===== src/rtl/pbd_pkg.sv =====
// Package: shared types of the playback data block deframer.
// Assumes: nothing beyond IEEE 1800-2017.
package pbd_pkg;

    // Role of one quadlet within a data block
    typedef enum logic [1:0] {
        SLOT_DROP  = 2'd0,
        SLOT_AUDIO = 2'd1,
        SLOT_MIDI  = 2'd2
    } slot_e;

endpackage


===== src/rtl/pbd_index_ctr.sv =====
// Module: in-block position counter.
// Counts accepted quadlets and wraps at the block length. It is held at 0
// whenever the stream is inactive, so that re-enabling starts a fresh block.
// Assumes: blk_len is the block length in quadlets; 0 means nothing is decoded.
module pbd_index_ctr #(
    parameter int IDX_W = 6
) (
    input  logic             clk,
    input  logic             rst_n,
    input  logic             active,
    input  logic             q_valid,
    input  logic [IDX_W-1:0] blk_len,
    output logic [IDX_W-1:0] idx
);

    logic [IDX_W-1:0] idx_inc;

    // next position before the wrap check
    always_comb idx_inc = idx + IDX_W'(1);

    // advance on each accepted quadlet, wrap at the block end, clear when idle
    always_ff @(posedge clk) begin
        if (!rst_n) begin
            idx <= '0;
        end else if (!active) begin
            idx <= '0;
        end else if (q_valid) begin
            if (idx_inc >= blk_len) idx <= '0;
            else                    idx <= idx_inc;
        end
    end

    // an inactive cycle leaves the position at zero
    assert_idle_index_zero_R6: assert property (
        @(posedge clk) disable iff (!rst_n)
        !active |=> (idx == '0));

    // a cycle without a quadlet does not move the position
    assert_gap_holds_index_R8: assert property (
        @(posedge clk) disable iff (!rst_n)
        (active && !q_valid) |=> $stable(idx));

endmodule


===== src/rtl/pbd_slot_decode.sv =====
// Module: quadlet role decoder.
// Maps a block position onto drop / audio / MIDI and the audio channel index.
// Assumes: positions below skip are dropped, the audio run follows, and the
// MIDI word comes after it only when the port count is nonzero.
module pbd_slot_decode
    import pbd_pkg::*;
#(
    parameter int IDX_W  = 6,
    parameter int SK_W   = 4,
    parameter int NA_W   = 5,
    parameter int MIDI_W = 4,
    parameter int CH_W   = 4
) (
    input  logic [IDX_W-1:0]  idx,
    input  logic [SK_W-1:0]   skip,
    input  logic [NA_W-1:0]   num_audio,
    input  logic [MIDI_W-1:0] midi_ports,
    output slot_e             slot,
    output logic [CH_W-1:0]   chan
);

    logic [IDX_W-1:0] rel;
    logic             past_skip;

    // offset from the first payload word
    always_comb begin
        past_skip = (idx >= IDX_W'(skip));
        rel       = idx - IDX_W'(skip);
    end

    // classify the quadlet at this position
    always_comb begin
        slot = SLOT_DROP;
        if (past_skip) begin
            if (rel < IDX_W'(num_audio))
                slot = SLOT_AUDIO;
            else if ((midi_ports != '0) && (rel == IDX_W'(num_audio)))
                slot = SLOT_MIDI;
        end
    end

    // channel index of an audio word
    always_comb chan = rel[CH_W-1:0];

endmodule


===== src/rtl/pbd_out_stage.sv =====
// Module: output register stage.
// Registers one audio sample or one MIDI word per accepted quadlet and
// attaches the label flag of the sample's channel.
// Assumes: slot and chan refer to the quadlet presented this cycle.
module pbd_out_stage
    import pbd_pkg::*;
#(
    parameter int QW     = 32,
    parameter int MAX_CH = 16,
    parameter int CH_W   = 4
) (
    input  logic              clk,
    input  logic              rst_n,
    input  logic              active,
    input  logic              q_valid,
    input  logic [QW-1:0]     q_data,
    input  slot_e             slot,
    input  logic [CH_W-1:0]   chan,
    input  logic [MAX_CH-1:0] label_mask,
    output logic              aud_valid,
    output logic [CH_W-1:0]   aud_chan,
    output logic [QW-1:0]     aud_data,
    output logic              aud_label,
    output logic              midi_valid,
    output logic [QW-1:0]     midi_data
);

    logic take;

    // a quadlet is used only on an active stream
    always_comb take = active && q_valid;

    // strobes: one per accepted payload quadlet
    always_ff @(posedge clk) begin
        if (!rst_n) begin
            aud_valid  <= 1'b0;
            midi_valid <= 1'b0;
        end else begin
            aud_valid  <= take && (slot == SLOT_AUDIO);
            midi_valid <= take && (slot == SLOT_MIDI);
        end
    end

    // audio payload register, loaded only for audio words
    always_ff @(posedge clk) begin
        if (!rst_n) begin
            aud_chan  <= '0;
            aud_data  <= '0;
            aud_label <= 1'b0;
        end else if (take && (slot == SLOT_AUDIO)) begin
            aud_chan  <= chan;
            aud_data  <= q_data;
            aud_label <= label_mask[chan];
        end
    end

    // MIDI payload register, loaded only for the MIDI word
    always_ff @(posedge clk) begin
        if (!rst_n)                                midi_data <= '0;
        else if (take && (slot == SLOT_MIDI))      midi_data <= q_data;
    end

    // any output strobe needs an accepted quadlet one cycle earlier
    assert_out_needs_quadlet_R8: assert property (
        @(posedge clk) disable iff (!rst_n)
        (aud_valid || midi_valid) |-> $past(q_valid && active));

    // an inactive cycle yields no output on the next one
    assert_idle_no_output_R6: assert property (
        @(posedge clk) disable iff (!rst_n)
        !active |=> (!aud_valid && !midi_valid));

endmodule


===== src/rtl/pbd_deframer.sv =====
// Module: playback data block deframer (top).
// Splits a quadlet stream into skipped words, per-channel audio samples and an
// optional trailing MIDI word per data block.
// Assumes: headers are already removed; configuration is quasi-static except
// the label mask, which may change at any time.
module pbd_deframer
    import pbd_pkg::*;
#(
    parameter int QW       = 32,
    parameter int MAX_CH   = 16,
    parameter int SKIP_MAX = 15,
    parameter int ISO_W    = 6,
    parameter int MIDI_W   = 4,
    localparam int CH_W    = $clog2(MAX_CH),
    localparam int NA_W    = $clog2(MAX_CH + 1),
    localparam int SK_W    = $clog2(SKIP_MAX + 1)
) (
    input  logic              clk,
    input  logic              rst_n,
    input  logic              q_valid,
    input  logic [QW-1:0]     q_data,
    input  logic              cfg_enable,
    input  logic [ISO_W-1:0]  cfg_iso_chan,
    input  logic [SK_W-1:0]   cfg_skip,
    input  logic [NA_W-1:0]   cfg_num_audio,
    input  logic [MIDI_W-1:0] cfg_midi_ports,
    input  logic [MAX_CH-1:0] cfg_label_mask,
    output logic              aud_valid,
    output logic [CH_W-1:0]   aud_chan,
    output logic [QW-1:0]     aud_data,
    output logic              aud_label,
    output logic              midi_valid,
    output logic [QW-1:0]     midi_data
);

    localparam int IDX_W = $clog2(SKIP_MAX + MAX_CH + 2);

    logic             active;
    logic [IDX_W-1:0] blk_len;
    logic [IDX_W-1:0] idx;
    slot_e            slot;
    logic [CH_W-1:0]  chan;

    // stream runs when enabled and bound to a real channel number
    always_comb active = cfg_enable && (cfg_iso_chan != '1);

    // block length: skip + audio + one MIDI word when ports exist
    always_comb blk_len = IDX_W'(cfg_skip) + IDX_W'(cfg_num_audio)
                        + IDX_W'(cfg_midi_ports != '0);

    pbd_index_ctr #(
        .IDX_W (IDX_W)
    ) i_index_ctr (
        .clk     (clk),
        .rst_n   (rst_n),
        .active  (active),
        .q_valid (q_valid),
        .blk_len (blk_len),
        .idx     (idx)
    );

    pbd_slot_decode #(
        .IDX_W  (IDX_W),
        .SK_W   (SK_W),
        .NA_W   (NA_W),
        .MIDI_W (MIDI_W),
        .CH_W   (CH_W)
    ) i_slot_decode (
        .idx        (idx),
        .skip       (cfg_skip),
        .num_audio  (cfg_num_audio),
        .midi_ports (cfg_midi_ports),
        .slot       (slot),
        .chan       (chan)
    );

    pbd_out_stage #(
        .QW     (QW),
        .MAX_CH (MAX_CH),
        .CH_W   (CH_W)
    ) i_out_stage (
        .clk        (clk),
        .rst_n      (rst_n),
        .active     (active),
        .q_valid    (q_valid),
        .q_data     (q_data),
        .slot       (slot),
        .chan       (chan),
        .label_mask (cfg_label_mask),
        .aud_valid  (aud_valid),
        .aud_chan   (aud_chan),
        .aud_data   (aud_data),
        .aud_label  (aud_label),
        .midi_valid (midi_valid),
        .midi_data  (midi_data)
    );

    // an emitted channel index lies inside the configured channel count
    assert_chan_in_range_R3: assert property (
        @(posedge clk) disable iff (!rst_n)
        aud_valid |-> (NA_W'(aud_chan) < $past(cfg_num_audio)));

    // a MIDI word only appears when ports were configured
    assert_midi_needs_ports_R4: assert property (
        @(posedge clk) disable iff (!rst_n)
        midi_valid |-> ($past(cfg_midi_ports) != '0));

    // never an audio sample and a MIDI word together
    assert_single_strobe_R4: assert property (
        @(posedge clk) disable iff (!rst_n)
        $onehot0({aud_valid, midi_valid}));

    // an unused channel number silences the outputs
    assert_unused_silent_R5: assert property (
        @(posedge clk) disable iff (!rst_n)
        (cfg_iso_chan == '1) |=> (!aud_valid && !midi_valid));

endmodule


===== config.mk =====
export PLATFORM = sky130hd
export DESIGN_NAME = pbd_deframer
export DESIGN_NICKNAME = d
export VERILOG_FILES = /design/src/rtl/pbd_pkg.sv /design/src/rtl/pbd_index_ctr.sv /design/src/rtl/pbd_slot_decode.sv /design/src/rtl/pbd_out_stage.sv /design/src/rtl/pbd_deframer.sv
export SDC_FILE = /design/constraint.sdc
export NUM_CORES = 1
export LEC_CHECK = 0
export BUFFER_PORTS_ARGS = -buffer_cell sky130_fd_sc_hd__buf_4
export CAP_MARGIN = 20
export CORE_ASPECT_RATIO = 1.2
export CORE_MARGIN = 1
export CORE_UTILIZATION = 30
export DETAILED_ROUTE_END_ITERATION = 16
export PLACE_DENSITY = 0.61
export SKIP_CTS_REPAIR_TIMING = 1
export SLEW_MARGIN = 0
export SYNTH_ARGS = -nofsm -noshare
export SYNTH_HDL_FRONTEND = slang
export SYNTH_SLANG_ARGS = --single-unit

===== constraint.sdc =====
create_clock -name clk -period 7.2 [get_ports clk]
set_clock_uncertainty 0.1 [all_clocks]
set_input_delay 1.44 -clock clk [delete_from_list [all_inputs] [get_ports clk]]
set_output_delay 1.44 -clock clk [all_outputs]
set_load 0.005 [all_outputs]

==> out/qor.csv <==
stage,metric,value,unit
place,place_ws,2110,ps
yosys,ys_seq_elements,77,
yosys,netlist-cell-type-count,47,
floorplanning,fp.dieH,132,um
yosys,synth-edff-count,0,
place,port_buffers,141,
clock_network,cts_tree,built,
detailed_routing,wl,13000,um
global_routing,grt_overflow,0,
setup_path,crit_path_frequent_cell,a21oi_1,
pwr,p_per_area,186,nW/um2
place,placed_area,5300,um2
setup_path,end_kind,flip-flop,
detailed_routing,drc,0,
sta,relSlewSlack,0.381,
detailed_routing,wire_per_inst,17.5,um
clock_network,cts.clk_slew.worst_paths,60,ps
global_routing,antenna_found_initial,0,
detailed_routing,dr.pass1.iters,5,
clock_network,cts_max_level,3,
sta,final_max_slew_viol_count,0,
setup_path,cp_cell_sequence,buf_4 -> inv_1 -> ha_1 -> nor2b_1 -> o31a_1 -> a21oi_1 -> ha_1 -> a21o_1 -> a21oi_1 -> and2_1 -> buf_4 -> nand4_1 -> a21oi_1,
setup_path,critPathMaxFanout,19,
setup_path,path_class,in2reg,
setup_path,cp.arrival,4920,ps
cells_and_area,multiInputGateArea,2380,um2
yosys,ys_seq_area_frac,0.368,
cells_and_area,syn_to_final_growth,33.9,%
yosys,syn_nets,560,
sta,final.setup.tns,0,ps
run,maxCapViolCount,0,
place,finalWeightedCongestion,0.855,
setup_path,critPathRequiredTime,7360,ps
clock_network,clkLatencyLatePin,340,ps
setup_path,worst-path-buf-inv,3,
floorplanning,initial_utilization,0.313,
sta,max_slew.worst_pin.slew,925,ps
yosys,avgSynthCellArea,8.98,um2
yosys,netlist_area,4190,um2
clock_network,clk_path_buf_depth,2,
sta,fin_crit,4750,ps
sta,fin_ws,2450,ps
global_routing,grt_usage,0.184,
cells_and_area,regArea,1540,um2
detailed_routing,num_vias,4220,
global_routing,grt_start_max_net_pins,70,
status,outcome,completed,
sta,setup_viol,0,
hold_path,hold_path.class,reg2reg,
sta,fmax,210,MHz
floorplanning,die_area,14500,um2
setup_path,crit_path_max_incr_delay,680,ps
sta,hold_viol,0,
setup_path,rr_worst_depth,12,
detailed_routing,viasPerCell,5.65,
floorplanning,core,13400,um2
floorplanning,io-pin-count,142,
global_routing,grt_pass1_wl,20900,um
pwr,p_total,1.05,mW
setup_path,start_kind,input pin,
yosys,yosysWarnings,0,
setup_path,path_depth,13,
floorplanning,die_x,110,um
cells_and_area,fin_nets,667,
sta,holdWs,367,ps
cells_and_area,stdcell_area,5620,um2
yosys,synthCells,467,
sta,rsz0062_at_grt,false,
clock_network,cts_buffers,9,
detailed_routing,drtIter0Drc,315,
setup_path,critPathSlowestCell,and2_1,
floorplanning,rows,46,
yosys,synthFlopType,dfxtp_1,
detailed_routing,ant_nets,0,
clock_network,cts.sinks,77,
clock_network,root_buffer,clkbuf_16,
sta,fin_crit_sh,0.660,
hold_path,min_delay_path_depth,2,
pwr,ir_drop,114,uV
setup_path,path_delay_family,compound AO/OA/AOI/OAI gates,
pwr,cellLeakagePower,2.18,nW
place,dp_hpwl,8760,um
cells_and_area,fill_cells,1336,
cells_and_area,diodes,0,
global_routing,grt_pass1_vias,4120,
yosys,postSynth.asyncResetShare,0,
cells_and_area,drive_gt1_frac,0.326,
==> tightest hold or removal path, stage by stage (launching register included) <==
cell     delay, ps
dfxtp_1        300
o31ai_1         60
a21oi_1         60
==> cells in the mapped netlist, types with 2 or more instances <==
| cell type | instances | area, um2 |
|---|---|---|
| dfxtp_1 | 77 | 1540 |
| nor2_1 | 4 | 15.0 |
| xnor2_1 | 4 | 35.0 |
| buf_6 | 2 | 22.5 |
| inv_1 | 18 | 67.6 |
| xor2_1 | 3 | 26.3 |
| nand3_1 | 4 | 20.0 |
| clkbuf_1 | 33 | 124 |
| nor2b_1 | 6 | 37.5 |
| o21ai_0 | 6 | 30.0 |
| nor4_2 | 2 | 25.0 |
| a211oi_1 | 2 | 15.0 |
| a21oi_1 | 77 | 385 |
| buf_4 | 5 | 37.5 |
| nand2_1 | 6 | 22.5 |
| nand2b_1 | 10 | 62.6 |
| o31ai_2 | 9 | 113 |
| a21o_1 | 3 | 22.5 |
| fa_1 | 3 | 60.1 |
| buf_2 | 11 | 55.1 |
| o211ai_1 | 6 | 45.0 |
| mux2i_1 | 3 | 30.0 |
| mux4_2 | 4 | 90.1 |
| ha_1 | 19 | 238 |
| a31oi_1 | 3 | 18.8 |
| nand4_1 | 68 | 425 |
| nor3_2 | 2 | 20.0 |
| o31ai_1 | 57 | 428 |
| and3_1 | 2 | 12.5 |
==> per-stage QoR <==
step / utilization / std cells
final: 0.419 / 747
after global routing: 0.419 / 747
after CTS: 0.419 / 747
after detailed placement: 0.396 / 731
after global placement: 0.396 / 731
after floorplan: - / 467
==> sequential cells by signal (all words and copies together) (netlist names) <==
register,flops
i_out_stage.aud_data,32
i_out_stage.midi_data,32
i_out_stage.aud_label,1
i_out_stage.aud_valid,1
i_out_stage.midi_valid,1
i_out_stage.aud_chan,4
i_index_ctr.idx,6
==> power breakdown <==
group | total, mW | leakage [nW] | switching, mW | internal, mW
Combinational | 0.142 | 1.40 | 0.0867 | 0.0556
Clock | 0.475 | 0.152 | 0.179 | 0.296
Sequential | 0.427 | 0.620 | 0.000689 | 0.427
==> cell families after synthesis <==
family / after synthesis / share of synthesized area
mux: 7 / 0.0286
simple gates: 108 / 0.163
buf+inv: 70 / 0.0740
fa+ha+maj: 22 / 0.0710
xor+xnor: 7 / 0.0146
compound gates: 176 / 0.281
flops: 77 / 0.368
==> cell type report <==
type / count / share of cell area
clock buffers: 13 / 0.0481
clock inverters: 3 / 0.00757
inverters: 19 / 0.0127
multi-input cells: 320 / 0.423
flip-flops and latches: 77 / 0.274
well taps: 168 / 0.0374
repair buffers: 147 / 0.196
==> final timing paths <==
check | start | end | slack (ps)
worst min register to register | i_out_stage.midi_data[0]$_SDFFE_PN0P_ | i_out_stage.midi_data[0]$_SDFFE_PN0P_ | 370
worst max register to register | i_index_ctr.idx[0]$_SDFFE_PN0P_ | i_out_stage.aud_data[8]$_SDFFE_PN0P_ | 3300
worst max-delay path | cfg_skip[1] | i_out_stage.aud_data[8]$_SDFFE_PN0P_ | 2450
worst min-delay path | i_out_stage.midi_data[0]$_SDFFE_PN0P_ | i_out_stage.midi_data[0]$_SDFFE_PN0P_ | 370
==> layout by cell type, fill, tap and decap left out, drive strengths merged, types with 4 or more instances in the layout <==
cell type / instances
a21oi: 77
buf: 147
clkbuf: 13
dfxtp: 77
ha: 19
inv: 19
mux4: 4
nand2: 6
nand2b: 10
nand3: 4
nand4: 68
nor2: 4
nor2b: 6
o211ai: 7
o21ai: 7
o31ai: 66
xnor2: 4
==> routing by layer <==
metal  GRT usage  share of wire  vias to the layer above
met2       0.303           0.50                      145
li1            -              -                     2023
met5           0              0                        -
met1       0.223           0.42                     2024
met3      0.0417          0.055                       28
met4      0.0807          0.024                        0
No activity file was read; power rests on OpenSTA's default activity.
